**config.mk**
```make
export PLATFORM = sky130hd
export DESIGN_NAME = vbog_top
export DESIGN_NICKNAME = d
export VERILOG_FILES = /design/src/rtl/vbog_pkg.sv /design/src/rtl/vbog_lookup.sv /design/src/rtl/vbog_encoder.sv /design/src/rtl/vbog_top.sv
export SDC_FILE = /design/constraint.sdc
export NUM_CORES = 1
export LEC_CHECK = 0
export BUFFER_PORTS_ARGS = -buffer_cell sky130_fd_sc_hd__buf_2
export CORE_AREA = 2 2 67 69
export DETAILED_ROUTE_END_ITERATION = 10
export DIE_AREA = 0 0 69 71
export PLACE_DENSITY = 0.76
export REMOVE_ABC_BUFFERS = 1
export SKIP_CTS_REPAIR_TIMING = 1
export SYNTH_ARGS = -nofsm -noshare
export SYNTH_HDL_FRONTEND = slang
export SYNTH_SLANG_ARGS = --single-unit
```
**constraint.sdc**
```tcl
create_clock -name clk -period 2.2 [get_ports clk]
set_clock_uncertainty 0.1 [all_clocks]
set_input_delay 0.11 -clock clk [delete_from_list [all_inputs] [get_ports clk]]
set_output_delay 0.11 -clock clk [all_outputs]
set_load 0.1 [all_outputs]
```
**src/rtl/vbog_pkg.sv**
```systemverilog
package vbog_pkg;

    localparam int MAX_SRC = 32;
    localparam logic [31:0] BRANCH_BASE = 32'hEA00_0000;
    localparam logic [31:0] OFFSET_MASK = 32'h00FF_FFFF;

    typedef logic [MAX_SRC-1:0][31:0] vec_table_t;

    function automatic vec_table_t linear_table(logic [31:0] base, logic [31:0] stride);
        vec_table_t t;
        for (int i = 0; i < MAX_SRC; i++) begin
            t[i] = base + stride * 32'(i);
        end
        return t;
    endfunction

endpackage

```
**src/rtl/vbog_lookup.sv**
```systemverilog
module vbog_lookup
    import vbog_pkg::*;
#(
    parameter int         NUM_SRC   = 26,
    parameter vec_table_t VEC_TABLE = linear_table(32'h20, 32'h4),
    localparam int        IDX_W     = (NUM_SRC > 1) ? $clog2(NUM_SRC) : 1
) (
    input  logic [IDX_W-1:0] idx,
    output logic [31:0]      target,
    output logic             in_range
);

    always_comb begin
        target   = 32'h0;
        in_range = 1'b0;
        for (int i = 0; i < NUM_SRC; i++) begin
            if (32'(idx) == 32'(i)) begin
                target   = VEC_TABLE[i];
                in_range = 1'b1;
            end
        end
    end

endmodule

```
**src/rtl/vbog_encoder.sv**
```systemverilog
module vbog_encoder
    import vbog_pkg::*;
(
    input  logic [31:0] target,
    input  logic [31:0] slot,
    output logic [31:0] opcode
);

    logic [31:0] diff;

    always_comb begin
        diff   = target - slot - 32'd8;
        opcode = BRANCH_BASE + ((diff >> 2) & OFFSET_MASK);
    end

endmodule

```
**src/rtl/vbog_top.sv**
```systemverilog
module vbog_top
    import vbog_pkg::*;
#(
    parameter int          NUM_SRC   = 26,
    parameter logic [31:0] IRQ_ADDR  = 32'h18,
    parameter logic [31:0] FIQ_ADDR  = 32'h1C,
    parameter vec_table_t  VEC_TABLE = linear_table(32'h20, 32'h4),
    localparam int         IDX_W     = (NUM_SRC > 1) ? $clog2(NUM_SRC) : 1
) (
    input  logic             clk,
    input  logic             rst_n,
    input  logic             fetch_req,
    input  logic [31:0]      fetch_addr,
    input  logic [31:0]      mem_rdata,
    input  logic [IDX_W-1:0] win_idx,
    input  logic             win_valid,
    input  logic             vec_en,
    output logic [31:0]      cpu_rdata
);

    typedef struct packed {
        logic        sub;
        logic [31:0] op;
    } state_t;

    state_t state_d, state_q;

    logic [31:0] tgt;
    logic        in_range;
    logic [31:0] opcode;

    vbog_lookup #(
        .NUM_SRC   (NUM_SRC),
        .VEC_TABLE (VEC_TABLE)
    ) u_lookup (
        .idx      (win_idx),
        .target   (tgt),
        .in_range (in_range)
    );

    vbog_encoder u_enc (
        .target (tgt),
        .slot   (IRQ_ADDR),
        .opcode (opcode)
    );

    always_comb begin
        state_d     = state_q;
        state_d.sub = 1'b0;
        if (fetch_req) begin
            state_d.sub = (fetch_addr == IRQ_ADDR) && vec_en && win_valid && in_range;
            state_d.op  = opcode;
        end
    end

    always_ff @(posedge clk or negedge rst_n) begin
        if (!rst_n) begin
            state_q <= '0;
        end else begin
            state_q <= state_d;
        end
    end

    assign cpu_rdata = state_q.sub ? state_q.op : mem_rdata;

    p_fiq_pass_r5: assert property (@(posedge clk) disable iff (!rst_n)
        (fetch_req && fetch_addr == FIQ_ADDR && FIQ_ADDR != IRQ_ADDR) |=> (cpu_rdata == mem_rdata));

    p_disabled_pass_r6: assert property (@(posedge clk) disable iff (!rst_n)
        (fetch_req && !vec_en) |=> (cpu_rdata == mem_rdata));

    p_invalid_pass_r7: assert property (@(posedge clk) disable iff (!rst_n)
        (fetch_req && !win_valid) |=> (cpu_rdata == mem_rdata));

    p_single_cycle_r10: assert property (@(posedge clk) disable iff (!rst_n)
        !fetch_req |=> (cpu_rdata == mem_rdata));

    p_branch_top_r2: assert property (@(posedge clk) disable iff (!rst_n)
        (fetch_req && fetch_addr == IRQ_ADDR && vec_en && win_valid && 32'(win_idx) < 32'(NUM_SRC))
        |=> (cpu_rdata[31:24] == 8'hEA));

endmodule

```
==> out/metrics.cfg, run 1 <==
[outcome]
run_status = complete, but fails checks
violations = negative hold slack

[routing]
met2RoutedLength_mm = 2.002
via_count = 1508
drt_pass1_iterations = 3
route.met3.wl_um = 340
remaining_drcs = 0
maxUsedRoutingLayer = met4
route.detailed.vias_per_inst = 4.713
met1_length_mm = 1.532
drt-wirelength-per-cell_um = 12.22
ant_nets = 0
drt_wl_total_mm = 3.910
initialDrtViolationCount = 22

[worst_setup_path]
start_kind = input pin
ff2ff_setup_slack_ps = 1300
timing.critical_path.arrival_ps = 2000
crit_path_end_kind = flop
r2r_cells = 2
cp_max_fo = 9
worst_ep_required_time_ps = 2250
timing.setup.critical_path_class = in2reg
worst_r2r_startpoint = state_q[5]$_DFFE_PN0P_
crit_end = state_q[7]$_DFFE_PN0P_
crit_reg_reg_endpoint = state_q[5]$_DFFE_PN0P_
timing.critical_path.from = win_idx[3]

[power_and_ir_drop]
pwr-share-seq_pct = 31.4
internal_power_w = 0.0008647
peakVddDrop_mv = 0.3029
share_clk_of_total_power_pct = 27.5
comb_power_share_pct = 41.1
switching_share_pct = 36.15
total_leakage_power_nw = 1.284
power.switching_w = 0.0004895
power.density_mw_per_mm2 = 529.3

[layout]
fillCellCount = 331
largest-register = state_q
final_cell_mix = sky130_fd_sc_hd__buf_2 (76), sky130_fd_sc_hd__buf_12 (29), sky130_fd_sc_hd__inv_1 (25)
num-nets-final = 350
area_delta_synth_final_pct = 80.65
fin_util_pct = 60.86
final_cells = 320
ff_latch_area_um2 = 500.5
insertedDiodeCount = 0
share_of_cells_above_drive_strength_1_pct = 51.87
reg_top3 = state_q x20
multi_input_comb_area_um2 = 784.5
layout_commonest_cell = sky130_fd_sc_hd__buf_2
largest_register_ffs = 20

[sta]
worst_hold_slack_ps = -26.34
slew_violations = 0
setup_total_negative_slack_ps = 0
setup_repair_after_global_routing_missed_its_margin = no
finalHoldViolations = 1
clock.fmax_mhz = 512.1
max_slew.worst_pin.slew_ps = 489.9
finalSetupViolations = 0
post-route-period-util_pct = 88.75
postLayoutSetupSlackWorst_ps = 247.4
worst_slew_margin_rel_pct = 67.56
layout_min_cycle_time_ps = 1953

[floorplan]
initial_utilization_pct = 33.69
die_area_mm2 = 0.004899
core_area_mm2 = 0.004204
die_width_um = 69
placement_rows = 24
floorplan.die.height_um = 71
pin_count = 106

[placement]
buffer_ports.inserted = 105
gp_congestion = 0.8595
dp_worst_setup_slack_ps = 25.28
dp.cells = 313
hpwl_mm = 3.218

[global_route]
track_usage_pct = 15.95
grt_pass1_wl_mm = 6.299
first_global_vias = 1465
antenna_found_initial = 0
maximum_number_of_pins_on_one_net_before_global_route_repair = 25
grt_residual_overflow = 0

[clocking]
htreeDepth = 1
clk_pin_slew_ps = 80
tritoncts_clock_tree = done
clock_latency_ps = 260
numCtsBuffers = 3
clock_path_buffers = 2
root_buffer = sky130_fd_sc_hd__clkbuf_8
clock-sinks = 20

[hold_path]
holdCritPathClass = in2reg

[run]
maxCapViolCount = 0

[synthesis]
postSynthCellCount = 157
synth_cell_types = 35
post_synth.cell_area_avg_um2 = 9.021
synth_area_leaders = sky130_fd_sc_hd__dfrtp_1 (35%), sky130_fd_sc_hd__mux2_2 (15%), sky130_fd_sc_hd__inv_1 (6.6%)
synth-seq-cells = 20
synth_sequential_area_ratio_pct = 35.34
mappedNetlistArea_mm2 = 0.001416
ys.warnings.count = 0
synth_top_area_cell = sky130_fd_sc_hd__dfrtp_1
synth_top_area_share_pct = 35.34

-- Yosys cell counts --
cell type	number
sky130_fd_sc_hd__a21oi_1	1
sky130_fd_sc_hd__a31o_1	1
sky130_fd_sc_hd__a31oi_1	1
sky130_fd_sc_hd__and2_1	2
sky130_fd_sc_hd__and3b_1	1
sky130_fd_sc_hd__buf_1	2
sky130_fd_sc_hd__buf_6	1
sky130_fd_sc_hd__clkbuf_1	5
sky130_fd_sc_hd__dfrtp_1	20
sky130_fd_sc_hd__ha_1	7
sky130_fd_sc_hd__inv_1	25
sky130_fd_sc_hd__mux2_2	19
sky130_fd_sc_hd__mux2i_1	5
sky130_fd_sc_hd__nand2_1	11
sky130_fd_sc_hd__nand3_1	2
sky130_fd_sc_hd__nand4_1	1
sky130_fd_sc_hd__nand4b_1	1
sky130_fd_sc_hd__nor2_1	5
sky130_fd_sc_hd__nor2b_1	6
sky130_fd_sc_hd__nor3_1	2
sky130_fd_sc_hd__nor3_2	1
sky130_fd_sc_hd__nor3b_2	1
sky130_fd_sc_hd__nor4_1	4
sky130_fd_sc_hd__nor4b_1	2
sky130_fd_sc_hd__o211ai_1	2
sky130_fd_sc_hd__o211ai_2	1
sky130_fd_sc_hd__o21ai_0	18
sky130_fd_sc_hd__o21ai_1	1
sky130_fd_sc_hd__o22a_1	2
sky130_fd_sc_hd__o31ai_1	1
sky130_fd_sc_hd__or2_2	1
sky130_fd_sc_hd__or3_1	1
sky130_fd_sc_hd__or4_1	2
sky130_fd_sc_hd__or4b_1	1
sky130_fd_sc_hd__xnor2_1	1
-- per-layer routing --
metal	vias up	track usage, %
met1	655	17.48
met4	0	6.536
met3	4	4.416
met5	-	0
met2	84	29.06
li1	765	-
-- worst min-delay path by stage --
stage	from	endpoint	slack, ps	cells after the start
final	win_idx[0]	state_q[0]$_DFFE_PN0P_	-30	3
after global routing	win_idx[0]	state_q[0]$_DFFE_PN0P_	20	3
after global placement	rst_n	state_q[4]$_DFFE_PN0P_	-30	1
after floorplan	rst_n	state_q[0]$_DFFE_PN0P_	-290	0
after detailed placement	rst_n	state_q[4]$_DFFE_PN0P_	-10	1
after CTS	rst_n	state_q[6]$_DFFE_PN0P_	-310	1
-- logic make-up (layout without fill, tap and decap cells) --
kind of cell	count (synthesis)	in the layout	synth area share, %
mux	24	24	18.64
compound gates	28	28	11.84
fa+ha+maj	7	7	6.183
flops	20	20	35.34
simple gates	44	44	18.11
buf+inv	33	144	9.276
xor+xnor	1	1	0.6185
-- area by class of cell --
cell class | instances | area share (%)
Timing Repair Buffer | 115 | 40.78
Multi-Input combinational cell | 104 | 30.66
Sequential cell | 20 | 19.56
Inverter | 25 | 3.667
Tap cell | 52 | 2.543
Clock buffer | 3 | 1.614
Clock inverter | 1 | 1.174
-- critical path, cell delays in order --
cell and delay [ps]:
sky130_fd_sc_hd__buf_2 100, sky130_fd_sc_hd__buf_4 160, sky130_fd_sc_hd__xnor2_1 140, sky130_fd_sc_hd__ha_1 220, sky130_fd_sc_hd__nor3_1 300, sky130_fd_sc_hd__a31oi_1 90, sky130_fd_sc_hd__nor3b_2 250, sky130_fd_sc_hd__inv_1 80
sky130_fd_sc_hd__ha_1 270, sky130_fd_sc_hd__mux2_2 260
-- through the flow --
stage	area, um2	total power [W]	hold slack, ps
3_3_place_gp	2457	0.0009798	-30.97
6_report	2559	0.001354	-26.34
2_1_floorplan	1379	0.0007448	-285.6
4_1_cts	2529	0.001366	-306.9
3_5_place_dp	2457	0.0009889	-13.83
5_1_grt	2559	0.001407	15.18
-- power groups by stage --
| stage | Sequential, W | Combinational [W] | Clock, W |
|---|---|---|---|
| floorplan | 0.000424 | 0.000321 | 0 |
| global placement | 0.000433 | 0.000547 | 0 |
| detailed placement | 0.000434 | 0.000555 | 0 |
| CTS | 0.000426 | 0.000558 | 0.000382 |
| global route | 0.000431 | 0.000585 | 0.000391 |
| finish | 0.000425 | 0.000556 | 0.000373 |
(Power assumes the default switching activity.)
==> run 2, diff against run 1 <==
--- a/config.mk
+++ b/config.mk
@@ -10,6 +10,7 @@
 export DETAILED_ROUTE_END_ITERATION = 10
 export DIE_AREA = 0 0 69 71
 export PLACE_DENSITY = 0.76
+export RECOVER_POWER = 100
 export REMOVE_ABC_BUFFERS = 1
 export SKIP_CTS_REPAIR_TIMING = 1
 export SYNTH_ARGS = -nofsm -noshare
==> out/metrics.cfg, run 2 (synthesis gave the netlist of run 1 again) <==
[outcome]
run_status = complete, but fails checks
violations = negative hold slack

[floorplan]
core_area_mm2 = 0.004204  ; unchanged
initial_utilization_pct = 33.69  ; unchanged
die_width_um = 69  ; unchanged
floorplan.die.height_um = 71  ; unchanged
die_area_mm2 = 0.004899  ; unchanged
pin_count = 106  ; unchanged
placement_rows = 24  ; unchanged

[global_route]
gr-usage-met3_pct = 4.416  ; unchanged
gr-max-usage-layer = met2
gr-usage-met1_pct = 17.48  ; unchanged
track_usage_pct = 15.95  ; unchanged
grt_residual_overflow = 0  ; unchanged
antenna_found_initial = 0  ; unchanged
maximum_number_of_pins_on_one_net_before_global_route_repair = 25  ; unchanged
first_global_vias = 1465  ; unchanged
grt_pass1_wl_mm = 6.299  ; unchanged
fraction_of_met2_tracks_used_by_global_routing_pct = 29.06  ; unchanged

[worst_setup_path]
cp_max_fo = 3  ; -6
timing.critical_path.buf_inv = 2  ; -1
crit_path_cell_trace = clkbuf_1 -> nand2_1 -> and2_0 -> ha_1 -> nor3_1 -> a31oi_1 -> nor3b_2 -> inv_1 -> ha_1 -> mux2_2
family_with_the_most_delay_on_the_worst_path = simple AND/OR/NAND/NOR gates
cp_slowest_cell = sky130_fd_sc_hd__nor3_1
path_common_cell = sky130_fd_sc_hd__ha_1
timing.critical_path.arrival_ps = 2060  ; +60 ps
crit_path_end_kind = flop
max_stage_delay_ps = 340  ; +40 ps
ff2ff_setup_slack_ps = 1290  ; about the same
start_kind = input pin
worst_ep_required_time_ps = 2250  ; about the same
timing.setup.critical_path_class = in2reg

[clocking]
numCtsBuffers = 3  ; unchanged
clock_latency_ps = 260  ; about the same
clk_pin_slew_ps = 80  ; about the same
root_buffer = sky130_fd_sc_hd__clkbuf_8
clock_path_buffers = 2  ; unchanged
tritoncts_clock_tree = done
htreeDepth = 1  ; unchanged
clock-sinks = 20  ; unchanged

[layout]
layout_cell_area_excl_fill_mm2 = 0.002471  ; -3.4%
share_of_cells_above_drive_strength_1_pct = 46.27  ; -5.6 points
area_delta_synth_final_pct = 74.47
fillCellCount = 347  ; +4.8%
fin_util_pct = 58.78  ; -2.1 points
final_cell_mix = sky130_fd_sc_hd__buf_2 (71), sky130_fd_sc_hd__inv_1 (25), sky130_fd_sc_hd__buf_12 (24)
num-nets-final = 350  ; unchanged
largest-register = state_q
largest_register_ffs = 20  ; unchanged
ff_latch_area_um2 = 500.5  ; unchanged
reg_top3 = state_q x20
layout_commonest_cell = sky130_fd_sc_hd__buf_2
multi_input_comb_area_um2 = 784.5  ; unchanged
insertedDiodeCount = 0  ; unchanged

[routing]
initialDrtViolationCount = 25  ; +14%
route.detailed.vias_per_inst = 4.738  ; +0.53%
drt-wirelength-per-cell_um = 12.28  ; +0.54%
via_count = 1516  ; +0.53%
ant_nets = 0  ; unchanged
remaining_drcs = 0  ; unchanged
drt_wl_total_mm = 3.931  ; +0.54%
drt_pass1_iterations = 4  ; +1

[power_and_ir_drop]
power.density_mw_per_mm2 = 539.8  ; +2.0%
peakVddDrop_mv = 0.2997  ; -1.1%
total_leakage_power_nw = 1.247  ; -2.9%

[placement]
buffer_ports.inserted = 105  ; unchanged
hpwl_mm = 3.218  ; unchanged
post_dp_cell_area_mm2 = 0.002457  ; unchanged
dp_worst_setup_slack_ps = 25.28  ; unchanged
gp_congestion = 0.8595  ; unchanged

[run]
maxCapViolCount = 0  ; unchanged

[sta]
max_slew.worst_pin.slew_ps = 1040  ; +550.5 ps
worst_slew_margin_rel_pct = 30.64  ; -37 points
layout_min_cycle_time_ps = 2007  ; +53.95 ps
post-route-period-util_pct = 91.21  ; +2.5 points
setup_repair_after_global_routing_missed_its_margin = no
finalSetupViolations = 0  ; unchanged
clock.fmax_mhz = 498.4  ; -2.7%
postLayoutSetupSlackWorst_ps = 193.5  ; -53.95 ps
finalHoldViolations = 1  ; unchanged
slew_violations = 0  ; unchanged
worst_hold_slack_ps = -26.37  ; -0.02820 ps

[hold_path]
holdCritPathClass = in2reg

-- run 2: cell count changes in the layout (fill, tap and decap cells not counted), sizes merged --
cell / delta
buf: -13
clkbuf: +13
-- run 2: power breakdown --
part	switching [W]	leakage [nW]	internal, W
clock	0.000131	0.0357	0.000243
combinational	0.000336	0.963	0.000198
sequential	0.0000214	0.248	0.000404
total	0.000488	1.25	0.000846
-- run 2: worst paths after layout --
path / start / end / depth (start not counted)
worst max-delay path: win_idx[4] / state_q[7]$_DFFE_PN0P_ / 10
worst min-delay path: win_idx[0] / state_q[0]$_DFFE_PN0P_ / 3
worst max register to register: state_q[5]$_DFFE_PN0P_ / state_q[5]$_DFFE_PN0P_ / 2
worst min register to register: state_q[30]$_DFFE_PN0P_ / state_q[30]$_DFFE_PN0P_ / 1
max in group asynchronous: rst_n / state_q[2]$_DFFE_PN0P_ / 2
min in group asynchronous: rst_n / state_q[6]$_DFFE_PN0P_ / 2
-- run 2: worst reg2reg max path: cells and delay by family, from the launching register on --
family | cells | cell delay (ps)
DFF | 1 | 390
AOI/OAI and AO/OA | 1 | 190
and+or+nand+nor | 1 | 130
-- run 2: per-stage QoR --
| step | power [W] | setup TNS (ps) | std cells |
|---|---|---|---|
| after CTS | 0.001366 | 0 | 317 |
| final | 0.001334 | 0 | 320 |
| after detailed placement | 0.0009889 | 0 | 313 |
| after global routing | 0.001386 | 0 | 320 |
| after global placement | 0.0009798 | 0 | 313 |
| after floorplan | 0.0007448 | -16390 | 149 |
-- run 2: metal layers --
layer  up-vias  share of wire, %
met5         -                 0
met2        90                51
li1        762                 -
met4         0              0.89
met3         4               8.5
met1       660                40
-- run 2: final cells by class --
class                           instances  share of cell area (%)
Inverter                               25                   3.797
Timing Repair Buffer                  115                   38.68
Clock buffer                            3                   1.671
Multi-Input combinational cell        104                   31.75
Clock inverter                          1                   1.215
Sequential cell                        20                   20.25
Tap cell                               52                   2.633
